**src/rtl/ring_bus_pkg.sv**
```systemverilog
package ring_bus_pkg;
  typedef enum logic [2:0] {
    ST_IDLE, ST_POLL, ST_HDR, ST_ADR, ST_WGET, ST_CYC, ST_DRAIN, ST_TRAIL
  } ring_st_e;

  function automatic logic [7:0] cmd_byte(input logic is_rsp, input logic we,
                                          input logic incr, input logic [3:0] slot);
    return {is_rsp, we, incr, 1'b0, slot};
  endfunction
endpackage

```
**src/rtl/ring_stall_timer.sv**
```systemverilog
module ring_stall_timer #(
  parameter int LIMIT = 16
) (
  input  logic clk_i,
  input  logic rst_ni,
  input  logic active_i,
  input  logic stall_i,
  input  logic ack_i,
  output logic done_o,
  output logic acked_o
);
  localparam int CW = $clog2(LIMIT + 1);
  localparam logic [CW-1:0] LAST = CW'(LIMIT - 1);

  logic [CW-1:0] cnt_q;
  logic tmo;

  assign tmo     = stall_i && (cnt_q == LAST);
  assign done_o  = active_i && (!stall_i || tmo);
  assign acked_o = active_i && !stall_i && ack_i;

  always_ff @(posedge clk_i or negedge rst_ni) begin
    if (!rst_ni)                 cnt_q <= '0;
    else if (!active_i || done_o) cnt_q <= '0;
    else                         cnt_q <= cnt_q + CW'(1);
  end

  AST_STALL_BOUND: assert property (@(posedge clk_i) disable iff (!rst_ni)
    cnt_q <= LAST);
  AST_TMO_ENDS: assert property (@(posedge clk_i) disable iff (!rst_ni)
    (active_i && stall_i && cnt_q == LAST) |-> done_o && !acked_o);
endmodule

```
**src/rtl/ring_poll_rr.sv**
```systemverilog
module ring_poll_rr #(
  parameter int NSLOT = 16,
  parameter int SW    = $clog2(NSLOT)
) (
  input  logic          clk_i,
  input  logic          rst_ni,
  input  logic          adv_i,
  output logic [SW-1:0] slot_o
);
  localparam logic [SW-1:0] TOP = SW'(NSLOT - 1);

  logic [SW-1:0] ptr_q;

  assign slot_o = (ptr_q == TOP) ? '0 : ptr_q + SW'(1);

  always_ff @(posedge clk_i or negedge rst_ni) begin
    if (!rst_ni)    ptr_q <= TOP;
    else if (adv_i) ptr_q <= slot_o;
  end
endmodule

```
**src/rtl/ring_bus_ctrl.sv**
```systemverilog
module ring_bus_ctrl
  import ring_bus_pkg::*;
#(
  parameter int NSLOT       = 16,
  parameter int DW          = 8,
  parameter int AW          = 8,
  parameter int LW          = 8,
  parameter int STALL_LIMIT = 16,
  localparam int SW         = $clog2(NSLOT)
) (
  input  logic             clk_i,
  input  logic             rst_ni,
  input  logic             cmd_valid_i,
  output logic             cmd_ready_o,
  input  logic             cmd_write_i,
  input  logic             cmd_incr_i,
  input  logic [SW-1:0]    cmd_slot_i,
  input  logic [AW-1:0]    cmd_addr_i,
  input  logic [LW-1:0]    cmd_len_i,
  input  logic             wr_valid_i,
  input  logic [DW-1:0]    wr_data_i,
  output logic             wr_ready_o,
  output logic             rsp_valid_o,
  output logic [DW-1:0]    rsp_data_o,
  output logic [NSLOT-1:0] bus_stb_o,
  output logic             bus_we_o,
  output logic             bus_tag_o,
  output logic [AW-1:0]    bus_addr_o,
  output logic [DW-1:0]    bus_dat_o,
  input  logic [DW-1:0]    bus_dat_i,
  input  logic [NSLOT-1:0] bus_stall_i,
  input  logic [NSLOT-1:0] bus_ack_i
);
  localparam logic [LW-1:0] ONE_L = LW'(1);

  ring_st_e      st_q;
  logic [SW-1:0] slot_q;
  logic          we_q, incr_q, auto_q;
  logic [AW-1:0] addr_q;
  logic [LW-1:0] left_q, cnt_q;
  logic [DW-1:0] wbyte_q;

  logic          cyc_active, cyc_done, cyc_acked;
  logic          sel_stall, sel_ack;
  logic          rr_adv;
  logic [SW-1:0] rr_slot;
  logic [DW-1:0] poll_reply;

  assign cyc_active = (st_q == ST_POLL) || (st_q == ST_CYC);
  assign sel_stall  = bus_stall_i[slot_q];
  assign sel_ack    = bus_ack_i[slot_q];
  assign poll_reply = sel_stall ? '0 : bus_dat_i;   // abandoned poll counts as empty
  assign rr_adv     = (st_q == ST_IDLE) && !cmd_valid_i;

  ring_stall_timer #(.LIMIT(STALL_LIMIT)) u_timer (
    .clk_i    (clk_i),
    .rst_ni   (rst_ni),
    .active_i (cyc_active),
    .stall_i  (sel_stall),
    .ack_i    (sel_ack),
    .done_o   (cyc_done),
    .acked_o  (cyc_acked)
  );

  ring_poll_rr #(.NSLOT(NSLOT), .SW(SW)) u_rr (
    .clk_i  (clk_i),
    .rst_ni (rst_ni),
    .adv_i  (rr_adv),
    .slot_o (rr_slot)
  );

  for (genvar g = 0; g < NSLOT; g++) begin : g_stb
    assign bus_stb_o[g] = cyc_active && (slot_q == SW'(g));
  end

  assign bus_tag_o   = (st_q == ST_CYC);
  assign bus_we_o    = (st_q == ST_CYC) && we_q;
  assign bus_addr_o  = (st_q == ST_POLL) ? '0 : addr_q;
  assign bus_dat_o   = ((st_q == ST_CYC) && we_q) ? wbyte_q : '0;
  assign cmd_ready_o = (st_q == ST_IDLE);
  assign wr_ready_o  = (st_q == ST_WGET) || (st_q == ST_DRAIN);

  always_ff @(posedge clk_i or negedge rst_ni) begin
    if (!rst_ni) begin
      st_q        <= ST_IDLE;
      slot_q      <= '0;
      we_q        <= 1'b0;
      incr_q      <= 1'b0;
      auto_q      <= 1'b0;
      addr_q      <= '0;
      left_q      <= '0;
      cnt_q       <= '0;
      wbyte_q     <= '0;
      rsp_valid_o <= 1'b0;
      rsp_data_o  <= '0;
    end else begin
      rsp_valid_o <= 1'b0;
      unique case (st_q)
        ST_IDLE: begin
          if (cmd_valid_i) begin
            slot_q <= cmd_slot_i;
            we_q   <= cmd_write_i;
            incr_q <= cmd_incr_i;
            addr_q <= cmd_addr_i;
            left_q <= cmd_len_i;
            cnt_q  <= '0;
            auto_q <= 1'b0;
            st_q   <= ST_HDR;
          end else begin
            slot_q <= rr_slot;
            st_q   <= ST_POLL;
          end
        end
        ST_POLL: begin
          if (cyc_done) begin
            if (poll_reply != '0) begin
              auto_q <= 1'b1;
              we_q   <= 1'b0;
              incr_q <= 1'b1;
              addr_q <= '0;
              left_q <= LW'(poll_reply);
              cnt_q  <= '0;
              st_q   <= ST_HDR;
            end else begin
              st_q   <= ST_IDLE;
            end
          end
        end
        ST_HDR: begin
          rsp_valid_o <= 1'b1;
          rsp_data_o  <= DW'(cmd_byte(!auto_q, we_q, incr_q, 4'(slot_q)));
          st_q        <= ST_ADR;
        end
        ST_ADR: begin
          rsp_valid_o <= 1'b1;
          rsp_data_o  <= DW'(addr_q);
          if (left_q == '0) st_q <= ST_TRAIL;
          else if (we_q)    st_q <= ST_WGET;
          else              st_q <= ST_CYC;
        end
        ST_WGET: begin
          if (wr_valid_i) begin
            wbyte_q <= wr_data_i;
            st_q    <= ST_CYC;
          end
        end
        ST_CYC: begin
          if (cyc_done) begin
            left_q <= left_q - ONE_L;
            if (cyc_acked) begin
              cnt_q <= cnt_q + ONE_L;
              if (incr_q) addr_q <= addr_q + AW'(1);
              if (!we_q) begin
                rsp_valid_o <= 1'b1;
                rsp_data_o  <= bus_dat_i;
              end
              if (left_q == ONE_L) st_q <= ST_TRAIL;
              else if (we_q)       st_q <= ST_WGET;
            end else if (we_q && left_q != ONE_L) begin
              st_q <= ST_DRAIN;    // discard the rest of this command's write bytes
            end else begin
              st_q <= ST_TRAIL;
            end
          end
        end
        ST_DRAIN: begin
          if (wr_valid_i) begin
            left_q <= left_q - ONE_L;
            if (left_q == ONE_L) st_q <= ST_TRAIL;
          end
        end
        ST_TRAIL: begin
          rsp_valid_o <= 1'b1;
          rsp_data_o  <= DW'(cnt_q);
          st_q        <= ST_IDLE;
        end
        default: st_q <= ST_IDLE;
      endcase
    end
  end

  AST_STB_ONEHOT: assert property (@(posedge clk_i) disable iff (!rst_ni)
    $onehot0(bus_stb_o));
  AST_POLL_SHAPE: assert property (@(posedge clk_i) disable iff (!rst_ni)
    ((|bus_stb_o) && !bus_tag_o) |-> (!bus_we_o && bus_addr_o == '0));
  AST_HOST_FIRST: assert property (@(posedge clk_i) disable iff (!rst_ni)
    (cmd_valid_i && cmd_ready_o) |=> (bus_stb_o == '0));
  AST_STALL_HOLD: assert property (@(posedge clk_i) disable iff (!rst_ni)
    ((|bus_stb_o) && sel_stall && !cyc_done) |=>
      ($stable(bus_stb_o) && $stable(bus_addr_o) && $stable(bus_dat_o)));
  AST_NO_DUAL_READY: assert property (@(posedge clk_i) disable iff (!rst_ni)
    !(wr_ready_o && (|bus_stb_o)));
endmodule

```
**config.mk**
```make
export PLATFORM = sky130hd
export DESIGN_NAME = ring_bus_ctrl
export DESIGN_NICKNAME = d
export VERILOG_FILES = /design/src/rtl/ring_bus_pkg.sv /design/src/rtl/ring_stall_timer.sv /design/src/rtl/ring_poll_rr.sv /design/src/rtl/ring_bus_ctrl.sv
export SDC_FILE = /design/constraint.sdc
export NUM_CORES = 1
export LEC_CHECK = 0
export BUFFER_PORTS_ARGS = -buffer_cell sky130_fd_sc_hd__buf_2
export CAP_MARGIN = 10
export CORE_MARGIN = 8
export CORE_UTILIZATION = 35
export DETAILED_ROUTE_END_ITERATION = 7
export SYNTH_ARGS = -nofsm -noshare
export SYNTH_HDL_FRONTEND = slang
export SYNTH_HIERARCHICAL = 1
export SYNTH_SLANG_ARGS = --single-unit
```
**constraint.sdc**
```tcl
create_clock -name clk_i -period 10.1 [get_ports clk_i]
set_input_delay 2.02 -clock clk_i [delete_from_list [all_inputs] [get_ports clk_i]]
set_output_delay 2.02 -clock clk_i [all_outputs]
set_load 0.02 [all_outputs]
```
==> results.sh <==
export IMPL_grt_overflow_total=0
export IMPL_power_density_mw_per_mm2=315
export IMPL_required_ns=8.08
export IMPL_drc=0
export IMPL_clock_path_buffers=2
export IMPL_ant_nets=0
export IMPL_slew_headroom_pct=26.7
export IMPL_clkSlewWorstSetupHoldPaths_ns=0.06
export IMPL_hold_path_class="reg2reg"
export IMPL_synth_area_leaders="dfrtp_1, mux2i_1, mux4_2, nor2_1, nand2_1"
export IMPL_start_util_pct=35.5
export IMPL_track_usage_pct=16.2
export IMPL_crit_path_end_kind="primary output"
export IMPL_dp_hpwl_mm=9.31
export IMPL_ys_warn_count=6
export IMPL_final_layout_size_suffix_gt1_share_pct=30.5
export IMPL_htreeDepth=3
export IMPL_antenna_found_initial=0
export IMPL_synthArstFlopShare_pct=100
export IMPL_ioPinCount=119
export IMPL_syn_nets=509
export IMPL_worst_pin_slew_ns=1.09
export IMPL_synthFlopType="dfrtp_1"
export IMPL_wl_mm=12.3
export IMPL_grt_pass1_vias=3641
export IMPL_postCtsSetupRepairBufs=0
export IMPL_synth_edf_count=0
export IMPL_ir_drop_mv=0.132
export IMPL_antenna_cells=0
export IMPL_clk_insertion_delay_late_ns=0.33
export IMPL_cp_start_kind="flip-flop"
export IMPL_syn_to_final_growth_pct=23.8
export IMPL_gp_congestion=0.874
export IMPL_first_pass_iters=5
export IMPL_ys_types=61
export IMPL_maxSlewViolCount=0
export IMPL_cap_violations=0
export IMPL_period_share_pct=56.0
export IMPL_critical_path_class="reg2out"
export IMPL_cts_tree="done"
export IMPL_numCtsBuffers=9
export IMPL_viasPerCell=5.57
export IMPL_outcome="complete, no violations"
export IMPL_vias=3774
export IMPL_grt_start_max_net_pins=61
export IMPL_synth_top_area_share_pct=34.9
export IMPL_finalCriticalPeriod_ns=5.65
export IMPL_arrival_ns=3.63
export IMPL_io_buffers=118
export IMPL_wl_per_cell_um=18.1
export IMPL_pre_cts_ws_ns=4.45
export IMPL_p_leak_nw=2.35
export IMPL_critPathMaxStageDelay_ns=0.91
export IMPL_grt_pass1_wl_mm=19.5
export IMPL_post_cts_resized=0
export IMPL_fin_skew_ns=0.0101
export IMPL_num_rows=39
export IMPL_fin_cells=678
export IMPL_final_hold_viol_count=0
export IMPL_dieArea_mm2=0.0152
export IMPL_max_freq_mhz=177
export IMPL_fin_setup_tns_ns=0
export IMPL_netlist_area_mm2=0.00402
export IMPL_die_width_um=123
export IMPL_finalSetupViolations=0
export IMPL_seq_area_frac_synth_pct=37.5
export IMPL_setup_ws_ns=4.45
export IMPL_syn_inst=428
export IMPL_cp_slowest_cell="dfrtp_1"
export IMPL_path_max_fanout=24
export IMPL_cts_sinks=60
export IMPL_avgSynthCellArea_um2=9.39
export IMPL_r2r_setup_slack_ns=5.66
export IMPL_rsz0062_at_grt="false"
export IMPL_coreArea_mm2=0.0113
export IMPL_dp_cells=662
export IMPL_die_height_um=123
export IMPL_synth_area_leader_cell="dfrtp_1"
export IMPL_drtIter0Drc=250
export IMPL_cts_hold_buf=0
export IMPL_cts_root_buffer="clkbuf_16"
export IMPL_ys_ff_latch=60
export IMPL_final_nets=611
export IMPL_n_fill_cell=1128
export IMPL_worstPathCellList="nand2b_1 > clkinv_1 > nand2_1 > inv_1 > and3_1 > buf_2"
routing by layer:
metal  track usage (%)  share of wire, %  vias to the layer above
met1              21.1                42                     1829
li1                  -                 -                     1800
met2              26.1                49                      127
met3              3.88               7.2                       18
met4              5.04               1.6                        0
met5                 0                 0                        -
where the power goes:
part / internal [mW] / switching, mW / leakage, nW
combinational: 0.321 / 0.439 / 1.46
clock: 0.197 / 0.114 / 0.144
sequential: 0.343 / 0.150 / 0.745
total: 0.861 / 0.703 / 2.35
layout make-up:
| cell class | count | area (µm²) | area share, % |
|---|---|---|---|
| clock buffer | 10 | 239 | 4.81 |
| multi-input combinational | 314 | 2290 | 46.0 |
| inverter | 25 | 93.8 | 1.89 |
| clock inverter | 6 | 63.8 | 1.28 |
| tap | 143 | 179 | 3.60 |
| sequential | 60 | 1510 | 30.3 |
| timing repair buffer | 120 | 606 | 12.2 |
synthesized netlist by cell type (all sizes together) (9+ instances only):
| library cell | count |
|---|---|
| a21oi | 16 |
| and3 | 18 |
| clkbuf | 21 |
| dfrtp | 56 |
| inv | 24 |
| mux2 | 12 |
| mux2i | 22 |
| mux4 | 10 |
| nand2 | 34 |
| nor2 | 37 |
| nor2b | 12 |
| nor3 | 9 |
| o21ai | 17 |
| o31ai | 9 |
| or4 | 9 |
metrics by stage:
stage | hold WS, ns | utilization [%] | power [mW] | cell area (µm²)
floorplan | 0.433 | - | 1.05 | 4020
global placement | 0.452 | 41.3 | 1.24 | 4670
detailed placement | 0.451 | 41.3 | 1.26 | 4670
CTS | 0.466 | 43.9 | 1.57 | 4970
global route | 0.505 | 43.9 | 1.68 | 4970
finish | 0.465 | 43.9 | 1.56 | 4970
kinds of logic (layout without fill, tap and decap cells):
| family | count (synthesis) | count (layout) | share of synthesized area [%] |
|---|---|---|---|
| flops | 60 | 60 | 37.5 |
| mux | 44 | 44 | 14.7 |
| buf+inv | 54 | 161 | 5.63 |
| compound gates | 99 | 99 | 17.8 |
| xor+xnor | 10 | 10 | 2.18 |
| simple gates | 154 | 154 | 20.0 |
| fa+ha+maj | 7 | 7 | 2.18 |
flip-flops by register name, summed over array words and instances, names as in the netlist:
name	flops
rsp_data_o	8
slot_q	4
rsp_valid_o	1
incr_q	1
st_q	3
left_q	8
addr_q	8
auto_q	1
we_q	1
u_rr/ptr_q	4
wbyte_q	8
cnt_q	8
u_timer/cnt_q	5
placed cells by master, fill, tap and decap left out, types with 8 or more instances in the layout:
cell type and n:
buf_2 118, nand3_1 8, o21ai_0 17, nor2_1 37
dfrtp_1 56, inv_1 24, o31ai_1 9, nor2b_1 12
mux2_2 11, clkbuf_16 9, mux2i_1 22, a21oi_1 15
and3_1 18, xnor2_1 8, a222oi_1 8, nand2_1 34
or4_1 9, nor3_1 8
worst paths after layout:
path,start,endpoint,cells past startpoint
max,st_q[1]$_DFFE_PN0P_,bus_dat_o[4],6
min,u_timer/cnt_q[0]$_DFF_PN0_,u_timer/cnt_q[0]$_DFF_PN0_,1
max reg2reg,slot_q[2]$_DFFE_PN0P_,addr_q[0]$_DFFE_PN0P_,8
min reg2reg,u_timer/cnt_q[0]$_DFF_PN0_,u_timer/cnt_q[0]$_DFF_PN0_,1
max in group asynchronous,rst_ni,auto_q$_DFFE_PN0P_,2
min in group asynchronous,rst_ni,wbyte_q[6]$_DFFE_PN0P_,2
critical path, delay by kind of cell (launching register included):
| family | cells | cell delay (ns) |
|---|---|---|
| DFF | 1 | 0.91 |
| buffers and inverters | 3 | 1.02 |
| and+or+nand+nor | 3 | 1.35 |
Note: power is estimated with default switching activity, not from simulation.
